[src/rtl/icu_pkg.sv]
package icu_pkg;

  typedef enum logic [1:0] {
    SEL_NONE = 2'd0,
    SEL_VEC  = 2'd1,
    SEL_MASK = 2'd2
  } reg_sel_e;

endpackage

[src/rtl/icu_reg_decode.sv]
module icu_reg_decode
  import icu_pkg::*;
#(
  parameter int ADDR_W   = 12,
  parameter int VEC_OFF  = 0,
  parameter int MASK_OFF = 2
) (
  input  logic [ADDR_W-1:0] addr_i,
  output reg_sel_e          sel_o
);

  localparam logic [ADDR_W-1:0] VecAddr  = ADDR_W'(VEC_OFF);
  localparam logic [ADDR_W-1:0] MaskAddr = ADDR_W'(MASK_OFF);

  always_comb begin
    if (addr_i == VecAddr)       sel_o = SEL_VEC;
    else if (addr_i == MaskAddr) sel_o = SEL_MASK;
    else                         sel_o = SEL_NONE;
  end

endmodule

[src/rtl/icu_mask_reg.sv]
module icu_mask_reg #(
  parameter int                   NUM_SRC  = 16,
  parameter logic [NUM_SRC-1:0]   MASK_RST = NUM_SRC'(16'h0010)
) (
  input  logic               clk,
  input  logic               rst_n,
  input  logic               load_i,
  input  logic [NUM_SRC-1:0] load_val_i,
  output logic [NUM_SRC-1:0] mask_q_o,
  output logic [NUM_SRC-1:0] mask_nxt_o
);

  always_comb begin
    mask_nxt_o = load_i ? load_val_i : mask_q_o;
  end

  always_ff @(posedge clk or negedge rst_n) begin
    if (!rst_n) mask_q_o <= MASK_RST;
    else        mask_q_o <= mask_nxt_o;
  end

endmodule

[src/rtl/icu_pend_stage.sv]
module icu_pend_stage #(
  parameter int NUM_SRC = 16
) (
  input  logic               clk,
  input  logic               rst_n,
  input  logic [NUM_SRC-1:0] req_i,
  input  logic [NUM_SRC-1:0] mask_i,
  output logic [NUM_SRC-1:0] pend_q_o,
  output logic               any_q_o
);

  logic [NUM_SRC-1:0] gated;

  for (genvar g = 0; g < NUM_SRC; g++) begin : g_src
    assign gated[g] = req_i[g] & mask_i[g];
    always_ff @(posedge clk or negedge rst_n) begin
      if (!rst_n) pend_q_o[g] <= 1'b0;
      else        pend_q_o[g] <= gated[g];
    end
  end

  always_ff @(posedge clk or negedge rst_n) begin
    if (!rst_n) any_q_o <= 1'b0;
    else        any_q_o <= |gated;
  end

endmodule

[src/rtl/icu_prio_enc.sv]
module icu_prio_enc #(
  parameter int NUM_SRC    = 16,
  parameter int DATA_W     = 16,
  parameter bit ISOLATE_LO = 1'b1
) (
  input  logic [NUM_SRC-1:0] pend_i,
  output logic [DATA_W-1:0]  vec_o
);

  localparam int IdxW = $clog2(NUM_SRC + 1);

  if (ISOLATE_LO) begin : g_iso
    logic [NUM_SRC-1:0] lowest;
    logic [IdxW-1:0]    num;
    assign lowest = pend_i & (~pend_i + NUM_SRC'(1));
    always_comb begin
      num = '0;
      for (int i = 0; i < NUM_SRC; i++) begin
        if (lowest[i]) num = num | IdxW'(i + 1);
      end
      vec_o = DATA_W'(num) << 2;
    end
  end else begin : g_scan
    always_comb begin
      vec_o = '0;
      for (int i = NUM_SRC - 1; i >= 0; i--) begin
        if (pend_i[i]) vec_o = DATA_W'((i + 1) * 4);
      end
    end
  end

endmodule

[src/rtl/lvl_irq_prio.sv]
module lvl_irq_prio
  import icu_pkg::*;
#(
  parameter int                 NUM_SRC    = 16,
  parameter int                 DATA_W     = 16,
  parameter int                 ADDR_W     = 12,
  parameter int                 VEC_OFF    = 0,
  parameter int                 MASK_OFF   = 2,
  parameter logic [NUM_SRC-1:0] MASK_RST   = NUM_SRC'(16'h0010),
  parameter bit                 ISOLATE_LO = 1'b1
) (
  input  logic               clk,
  input  logic               rst_n,
  input  logic [NUM_SRC-1:0] irq_in,
  input  logic               rd_en,
  input  logic               wr_en,
  input  logic [ADDR_W-1:0]  addr,
  input  logic [DATA_W-1:0]  wdata,
  output logic [DATA_W-1:0]  rdata,
  output logic               irq_out
);

  reg_sel_e           sel;
  logic               mask_ld;
  logic [NUM_SRC-1:0] mask_q;
  logic [NUM_SRC-1:0] mask_nxt;
  logic [NUM_SRC-1:0] pend_q;
  logic [DATA_W-1:0]  vec;

  icu_reg_decode #(
    .ADDR_W(ADDR_W), .VEC_OFF(VEC_OFF), .MASK_OFF(MASK_OFF)
  ) u_dec (
    .addr_i(addr),
    .sel_o (sel)
  );

  assign mask_ld = wr_en && (sel == SEL_MASK);

  icu_mask_reg #(
    .NUM_SRC(NUM_SRC), .MASK_RST(MASK_RST)
  ) u_mask (
    .clk       (clk),
    .rst_n     (rst_n),
    .load_i    (mask_ld),
    .load_val_i(wdata[NUM_SRC-1:0]),
    .mask_q_o  (mask_q),
    .mask_nxt_o(mask_nxt)
  );

  icu_pend_stage #(
    .NUM_SRC(NUM_SRC)
  ) u_pend (
    .clk     (clk),
    .rst_n   (rst_n),
    .req_i   (irq_in),
    .mask_i  (mask_nxt),
    .pend_q_o(pend_q),
    .any_q_o (irq_out)
  );

  icu_prio_enc #(
    .NUM_SRC(NUM_SRC), .DATA_W(DATA_W), .ISOLATE_LO(ISOLATE_LO)
  ) u_enc (
    .pend_i(pend_q),
    .vec_o (vec)
  );

  always_comb begin
    rdata = '0;
    if (rd_en) begin
      unique case (sel)
        SEL_VEC:  rdata = vec;
        SEL_MASK: rdata = DATA_W'(mask_q);
        default:  rdata = '0;
      endcase
    end
  end

endmodule

[config.mk]
export PLATFORM = sky130hd
export DESIGN_NAME = lvl_irq_prio
export DESIGN_NICKNAME = d
export VERILOG_FILES = /design/src/rtl/icu_pkg.sv /design/src/rtl/icu_reg_decode.sv /design/src/rtl/icu_mask_reg.sv /design/src/rtl/icu_pend_stage.sv /design/src/rtl/icu_prio_enc.sv /design/src/rtl/lvl_irq_prio.sv
export SDC_FILE = /design/constraint.sdc
export NUM_CORES = 1
export LEC_CHECK = 0
export ABC_AREA = 1
export BUFFER_PORTS_ARGS = -buffer_cell sky130_fd_sc_hd__buf_2
export CORE_MARGIN = 4
export CORE_UTILIZATION = 46
export DETAILED_ROUTE_END_ITERATION = 12
export PLACE_DENSITY = 0.76
export SLEW_MARGIN = 20
export SYNTH_ARGS = -nofsm -noshare
export SYNTH_HDL_FRONTEND = slang
export SYNTH_SLANG_ARGS = --single-unit
[constraint.sdc]
create_clock -name clk -period 1.4 [get_ports clk]
set_clock_uncertainty 0.1 [all_clocks]
set_input_delay 0.14 -clock clk [delete_from_list [all_inputs] [get_ports clk]]
set_output_delay 0.14 -clock clk [all_outputs]
set_load 0.1 [all_outputs]
Word level (Yosys, flattened, before mapping)
Cells that the tools add are included.
{"block": "word_totals", "reg_bits": 33, "latch_bits": 0, "ramBits": 0, "mem_bits_ro": 0, "inputBits": 48, "output_inout_bits": 17, "word_cells": 64, "mem_count": 0}
{"block": "classes", "n_addsub": 1, "multipliers": 0, "div_mod_pow": 0, "order_cmp": 0, "n_eq_ne": 3, "shifts": 0, "n_mux": 21, "bitwise_logic": 18, "reduce_logical": 3}
{"cell": "$mux W16", "n": 2}
{"cell": "$mux W4", "n": 8}
{"cell": "$pmux W16 S2", "n": 1}
{"cell": "$add A16 B1 Y16 const B", "n": 1}
{"cell": "$and A1 B1 Y1", "n": 16}
{"cell": "$and A16 B16 Y16", "n": 1}
{"cell": "$not A16 Y16", "n": 1}
{"cell": "$reduce_or A16 Y1", "n": 1}
{"cell": "$eq A12 B2 Y1 const B", "n": 1}
{"cell": "$logic_not A12 Y1", "n": 1}
{"cell": "$mux W3", "n": 4}
{"cell": "$mux W2", "n": 4}
{"cell": "$mux W5", "n": 1}
{"cell": "$eq A2 B1 Y1 const B", "n": 1}
{"cell": "$eq A2 B2 Y1 const B", "n": 1}
{"cell": "$logic_and A1 B1 Y1", "n": 1}
{"cell": "$mux W1", "n": 1}

Longest topological paths before layout
{"block": "logic_depth", "word_depth": 21, "ltp_mapped": 12, "mapped_depth_nobuf": 11}

Modules after synthesis
Synthesis repeated with hierarchy kept, for this count alone.
{"block": "hier_totals", "hier_cells": 293, "area_unflattened_um2": 2097.0}
{"mod": "icu_mask_reg", "instances": 1, "cells_per_inst": 68, "area_each_um2": 645.6, "seq_area_each_um2": 401.6}
{"mod": "icu_pend_stage", "instances": 1, "cells_per_inst": 68, "area_each_um2": 619.3, "seq_area_each_um2": 425.4}
{"mod": "icu_prio_enc", "instances": 1, "cells_per_inst": 75, "area_each_um2": 397.9, "seq_area_each_um2": 0.0}
{"mod": "lvl_irq_prio", "instances": 1, "cells_per_inst": 61, "area_each_um2": 350.3, "seq_area_each_um2": 0.0}
{"mod": "icu_reg_decode", "instances": 1, "cells_per_inst": 21, "area_each_um2": 83.8, "seq_area_each_um2": 0.0}

Worst setup path before layout
No wires, ideal clock.
{"block": "synth_timing", "path_kind": "input to output", "from": "in addr[11]", "to": "out rdata[0]", "arrival_ps": 2958, "required_ps": 1160, "path_slack_ps": -1798, "stages": 7, "path_buffers": 2, "cell_sequence": "nor2_2 nand2_2 nor2_8 buf_6 nand2_1 clkbuf_1 nor3_1"}
{"block": "synth_between", "elab_chain_len": 6, "word_cells_on_any_way": 8, "cone_classes": "eq/ne: 3; mux: 4; reduce/logical: 1"}
{"element": "start: declaration", "line": "lvl_irq_prio.sv:17", "text": "input logic [ADDR_W-1:0] addr,"}
{"element": "$eq A12 B2 Y1", "line": "icu_reg_decode.sv:17", "text": "else if (addr_i == MaskAddr) sel_o = SEL_MASK;"}
{"element": "$mux W2", "line": "icu_reg_decode.sv:17"}
{"element": "$mux W2 (*)", "line": "icu_reg_decode.sv:16", "text": "if (addr_i == VecAddr) sel_o = SEL_VEC;"}
{"element": "$eq A2 B2 Y1 / $eq A2 B1 Y1 (equally long branches)", "line": "lvl_irq_prio.sv:71", "text": "unique case (sel)"}
{"element": "$pmux W16 S2 (*)", "line": "lvl_irq_prio.sv:71"}
{"element": "$mux W16 (*)", "line": "lvl_irq_prio.sv:70", "text": "if (rd_en) begin"}
{"element": "end: declaration", "line": "lvl_irq_prio.sv:19", "text": "output logic [DATA_W-1:0] rdata,"}
Mark *: on every way between the ends. The rest lies on a longest branch, timed or not.

Worst setup path in the final report
{"block": "layout_timing", "from": "reg u_pend.pend_q_o[1]", "to": "out rdata[5]"}
{"block": "layout_between", "elab_chain_len": 14}
{"element": "start: declaration", "line": "icu_pend_stage.sv:8", "text": "output logic [NUM_SRC-1:0] pend_q_o,"}
{"element": "start signal: indexed assignment", "line": "icu_pend_stage.sv:18", "text": "else pend_q_o[g] <= gated[g];"}
{"element": "$not A16 Y16 (*)", "line": "icu_prio_enc.sv:15", "text": "assign lowest = pend_i & (~pend_i + NUM_SRC'(1));"}
{"element": "$add A16 B1 Y16 (*)", "line": "icu_prio_enc.sv:15"}
{"element": "$and A16 B16 Y16 (*)", "line": "icu_prio_enc.sv:15"}
{"element": "$mux W4 (7 in a row)", "line": "icu_prio_enc.sv:19", "text": "if (lowest[i]) num = num | IdxW'(i + 1);"}
{"element": "$mux W4 (*)", "line": "icu_prio_enc.sv:19"}
{"element": "$mux W5 (*)", "line": "icu_prio_enc.sv:19"}
{"element": "$pmux W16 S2 (*)", "line": "lvl_irq_prio.sv:71"}
{"element": "$mux W16 (*)", "line": "lvl_irq_prio.sv:70"}
Marked as above.

==> out/results.tsv <==
metric	value	unit
yosysWarnings	0	
peakVddDrop	551.6	µV
max-cap-violations	0	
regToRegStartpoint	u_mask.mask_q_o[8]	
syn_inst	271	
placed_cell_area	0.003184	mm²
drt_iter0_drc	411	
syn_nets	319	
end_kind	output pin	
power	0.002205	W
grt_use_total	34.61	%
clkLatencyLatePin	0.31	ns
crit_path_top_delay_cell	dfrtp_1	
die-area	0.005575	mm²
fin_ws	-0.9002	ns
fmax	0.4347	GHz
status	complete, but fails checks	
ioPinCount	65	
worstSetupPathType	flop to output pin	
min_path_type	input pin to flop	
tightest_slew	0.4823	ns
pre_cts_ws	-0.4954	ns
p_leak	1.871	nW
ff2ff_path_depth	8	
critPathMaxStageDelay	0.41	ns
routedWlPerCell	21.86	µm
violations	negative setup slack	
crit_fanout	4	
numCtsBuffers	5	
portBuffers	64	
powerDensity	593.1	mW/mm²
seq_area_frac_synth	40.45	%
grt_pass1_vias	2833	
antenna_found_initial	1	
min_to	u_pend.pend_q_o[4]	
vias	2784	
grt_pass1_wl	14060	µm
drt-total-wl	10030	µm
worstPathCellList	nor2_2, nand3_2, nor2_4, nand4_1, nand2_1, nor2_1, nand2_1, nand2_2, a21oi_4, buf_12	
syn2layout_area_growth	81.82	%
design_area	0.003717	mm²
ff2ff_setup_slack	-0.01	ns
gp_routability_congestion	0.9300	
cp_common_cell	nand2_1	
netlist_area	0.002044	mm²
worstPathArrival	2.06	ns
fin_crit	2.300	ns
synth.avg_cell_area	7.544	µm²
finalSetupViolCount	21	
synth.distinct_cells	30	
maxSlewHeadroom	68.07	%
clockRootBuffer	clkbuf_8	
holdPathStages	3	
cts.htree.levels	2	
final_max_slew_viol_count	0	
cts.clk_slew.worst_paths	0.08	ns
min-delay-start	irq_in[4]	
core_area	0.004144	mm²
cts.sinks	33	
antenna_left	0	
required	1.16	ns
die_y	74.67	µm
ys_ff_latch	33	
critPathLaunchType	flop	
dp_hpwl	4721	µm
crit_path_start	u_pend.pend_q_o[1]	
grt-ovfl-total	0	
drive_above_1_share	48.65	%
fp-row-count	23	
rsz0062_at_grt	yes	
drc	0	
drtPass1Iterations	5	
final-hold-violation-count	0	
grt_max_degree	18	
nNetsFinal	454	
cts_tree	yes	
die_w	74.67	µm
r2r_end	u_pend.any_q_o	
cts_buffer_depth	2	
start_util	49.34	%
fin_crit_sh	164.3	%
viasPerCell	6.065	
[layout make-up]
type / count / area, µm²
antenna: 2 / 5.005
clock buffer: 5 / 68.82
clock inverter: 3 / 17.52
fill: 175 / 426.7
inverter: 67 / 251.5
multi-input combinational: 162 / 1214
sequential: 33 / 827.0
tap: 50 / 62.56
timing repair buffer: 137 / 1271
[critical path, delay by kind of cell (launching register included)]
kind / cells / cell delay (ns)
AO/OA/AOI/OAI: 1 / 0.15
buffers and inverters: 1 / 0.19
flip-flops: 1 / 0.41
AND/OR/NAND/NOR: 8 / 1.00
[layout by cell type, fill, tap and decap left out, drive strengths merged]
cell type / count
a21oi: 5
a31oi: 1
and2: 1
and3: 1
buf: 118
clkbuf: 5
clkinv: 2
clkinvlp: 1
dfrtp: 32
dfstp: 1
diode: 2
dlygate4sd3: 19
inv: 67
nand2: 47
nand3: 27
nand3b: 2
nand4: 21
nor2: 20
nor3: 13
nor3b: 1
nor4: 1
o21a: 16
o21ai: 4
o31ai: 1
or2: 1
[per-stage QoR]
step	instances	util [%]	hold slack, ns	TNS, ns
2_1_floorplan	271	-	-0.2556	-7.908
6_report	459	89.70	0.006504	-5.347
4_1_cts	451	86.96	0.0009193	-3.982
5_1_grt	458	89.64	0.006049	-6.207
3_5_place_dp	418	76.84	-0.05775	-4.751
3_3_place_gp	418	76.84	-0.06215	-3.582
[routing by layer]
metal | up-vias | GRT usage (%) | part of all wire [%]
met5 | - | 0 | 0
li1 | 1139 | - | -
met1 | 1307 | 37.98 | 34
met2 | 259 | 59.80 | 49
met3 | 79 | 8.545 | 9.9
met4 | 0 | 21.74 | 7.7
[Yosys cell counts]
master / number / share of area (%)
a21oi_1: 5 / 1.2
a31oi_1: 1 / 0.31
and2_1: 1 / 0.31
and3_1: 1 / 0.31
buf_2: 4 / 0.98
buf_6: 3 / 1.7
clkbuf_1: 2 / 0.37
dfrtp_1: 32 / 39
dfstp_2: 1 / 1.3
inv_1: 64 / 12
inv_2: 3 / 0.55
nand2_1: 36 / 6.6
nand2_2: 11 / 3.4
nand3_1: 22 / 5.4
nand3_2: 4 / 2.0
nand3_4: 1 / 0.86
nand3b_1: 2 / 0.73
nand4_1: 21 / 6.4
nor2_1: 16 / 2.9
nor2_2: 2 / 0.61
nor2_4: 1 / 0.55
nor2_8: 1 / 0.98
nor3_1: 13 / 3.2
nor3b_1: 1 / 0.37
nor4_2: 1 / 0.61
o21a_1: 16 / 5.9
o21ai_0: 2 / 0.49
o21ai_1: 2 / 0.49
o31ai_1: 1 / 0.37
or2_2: 1 / 0.31
[worst max path at each step]
stage,to
global route,rdata[5]
finish,rdata[5]
floorplan,rdata[5]
detailed placement,rdata[5]
CTS,rdata[5]
global placement,rdata[5]
[registers in the layout, indices dropped and copies added (netlist names)]
| signal | cells |
|---|---|
| u_mask.mask_q_o | 16 |
| u_pend.any_q_o | 1 |
| u_pend.pend_q_o | 16 |
[power breakdown]
part           internal (W)  switching, W  total, W  leakage (nW)
Combinational      0.000202      0.000234  0.000436          1.49
Clock              0.000344      0.000425  0.000769        0.0439
Sequential         0.000978     0.0000220   0.00100         0.337
[what timing repair did]
action,in CTS,in global routing
pin swaps,14,15
gates cloned,1,0
setup buffers,5,7
resized for setup,19,25
hold buffers,19,0
setup endpoints to repair,16,18
hold endpoints to repair,51,0
[kinds of logic after synthesis]
kind of cell | after synthesis | share of synthesized area (%)
flops | 33 | 40.45
simple gates | 135 | 35.50
compound gates | 27 | 8.752
buf+inv | 76 | 15.30
(Power assumes the default switching activity.)
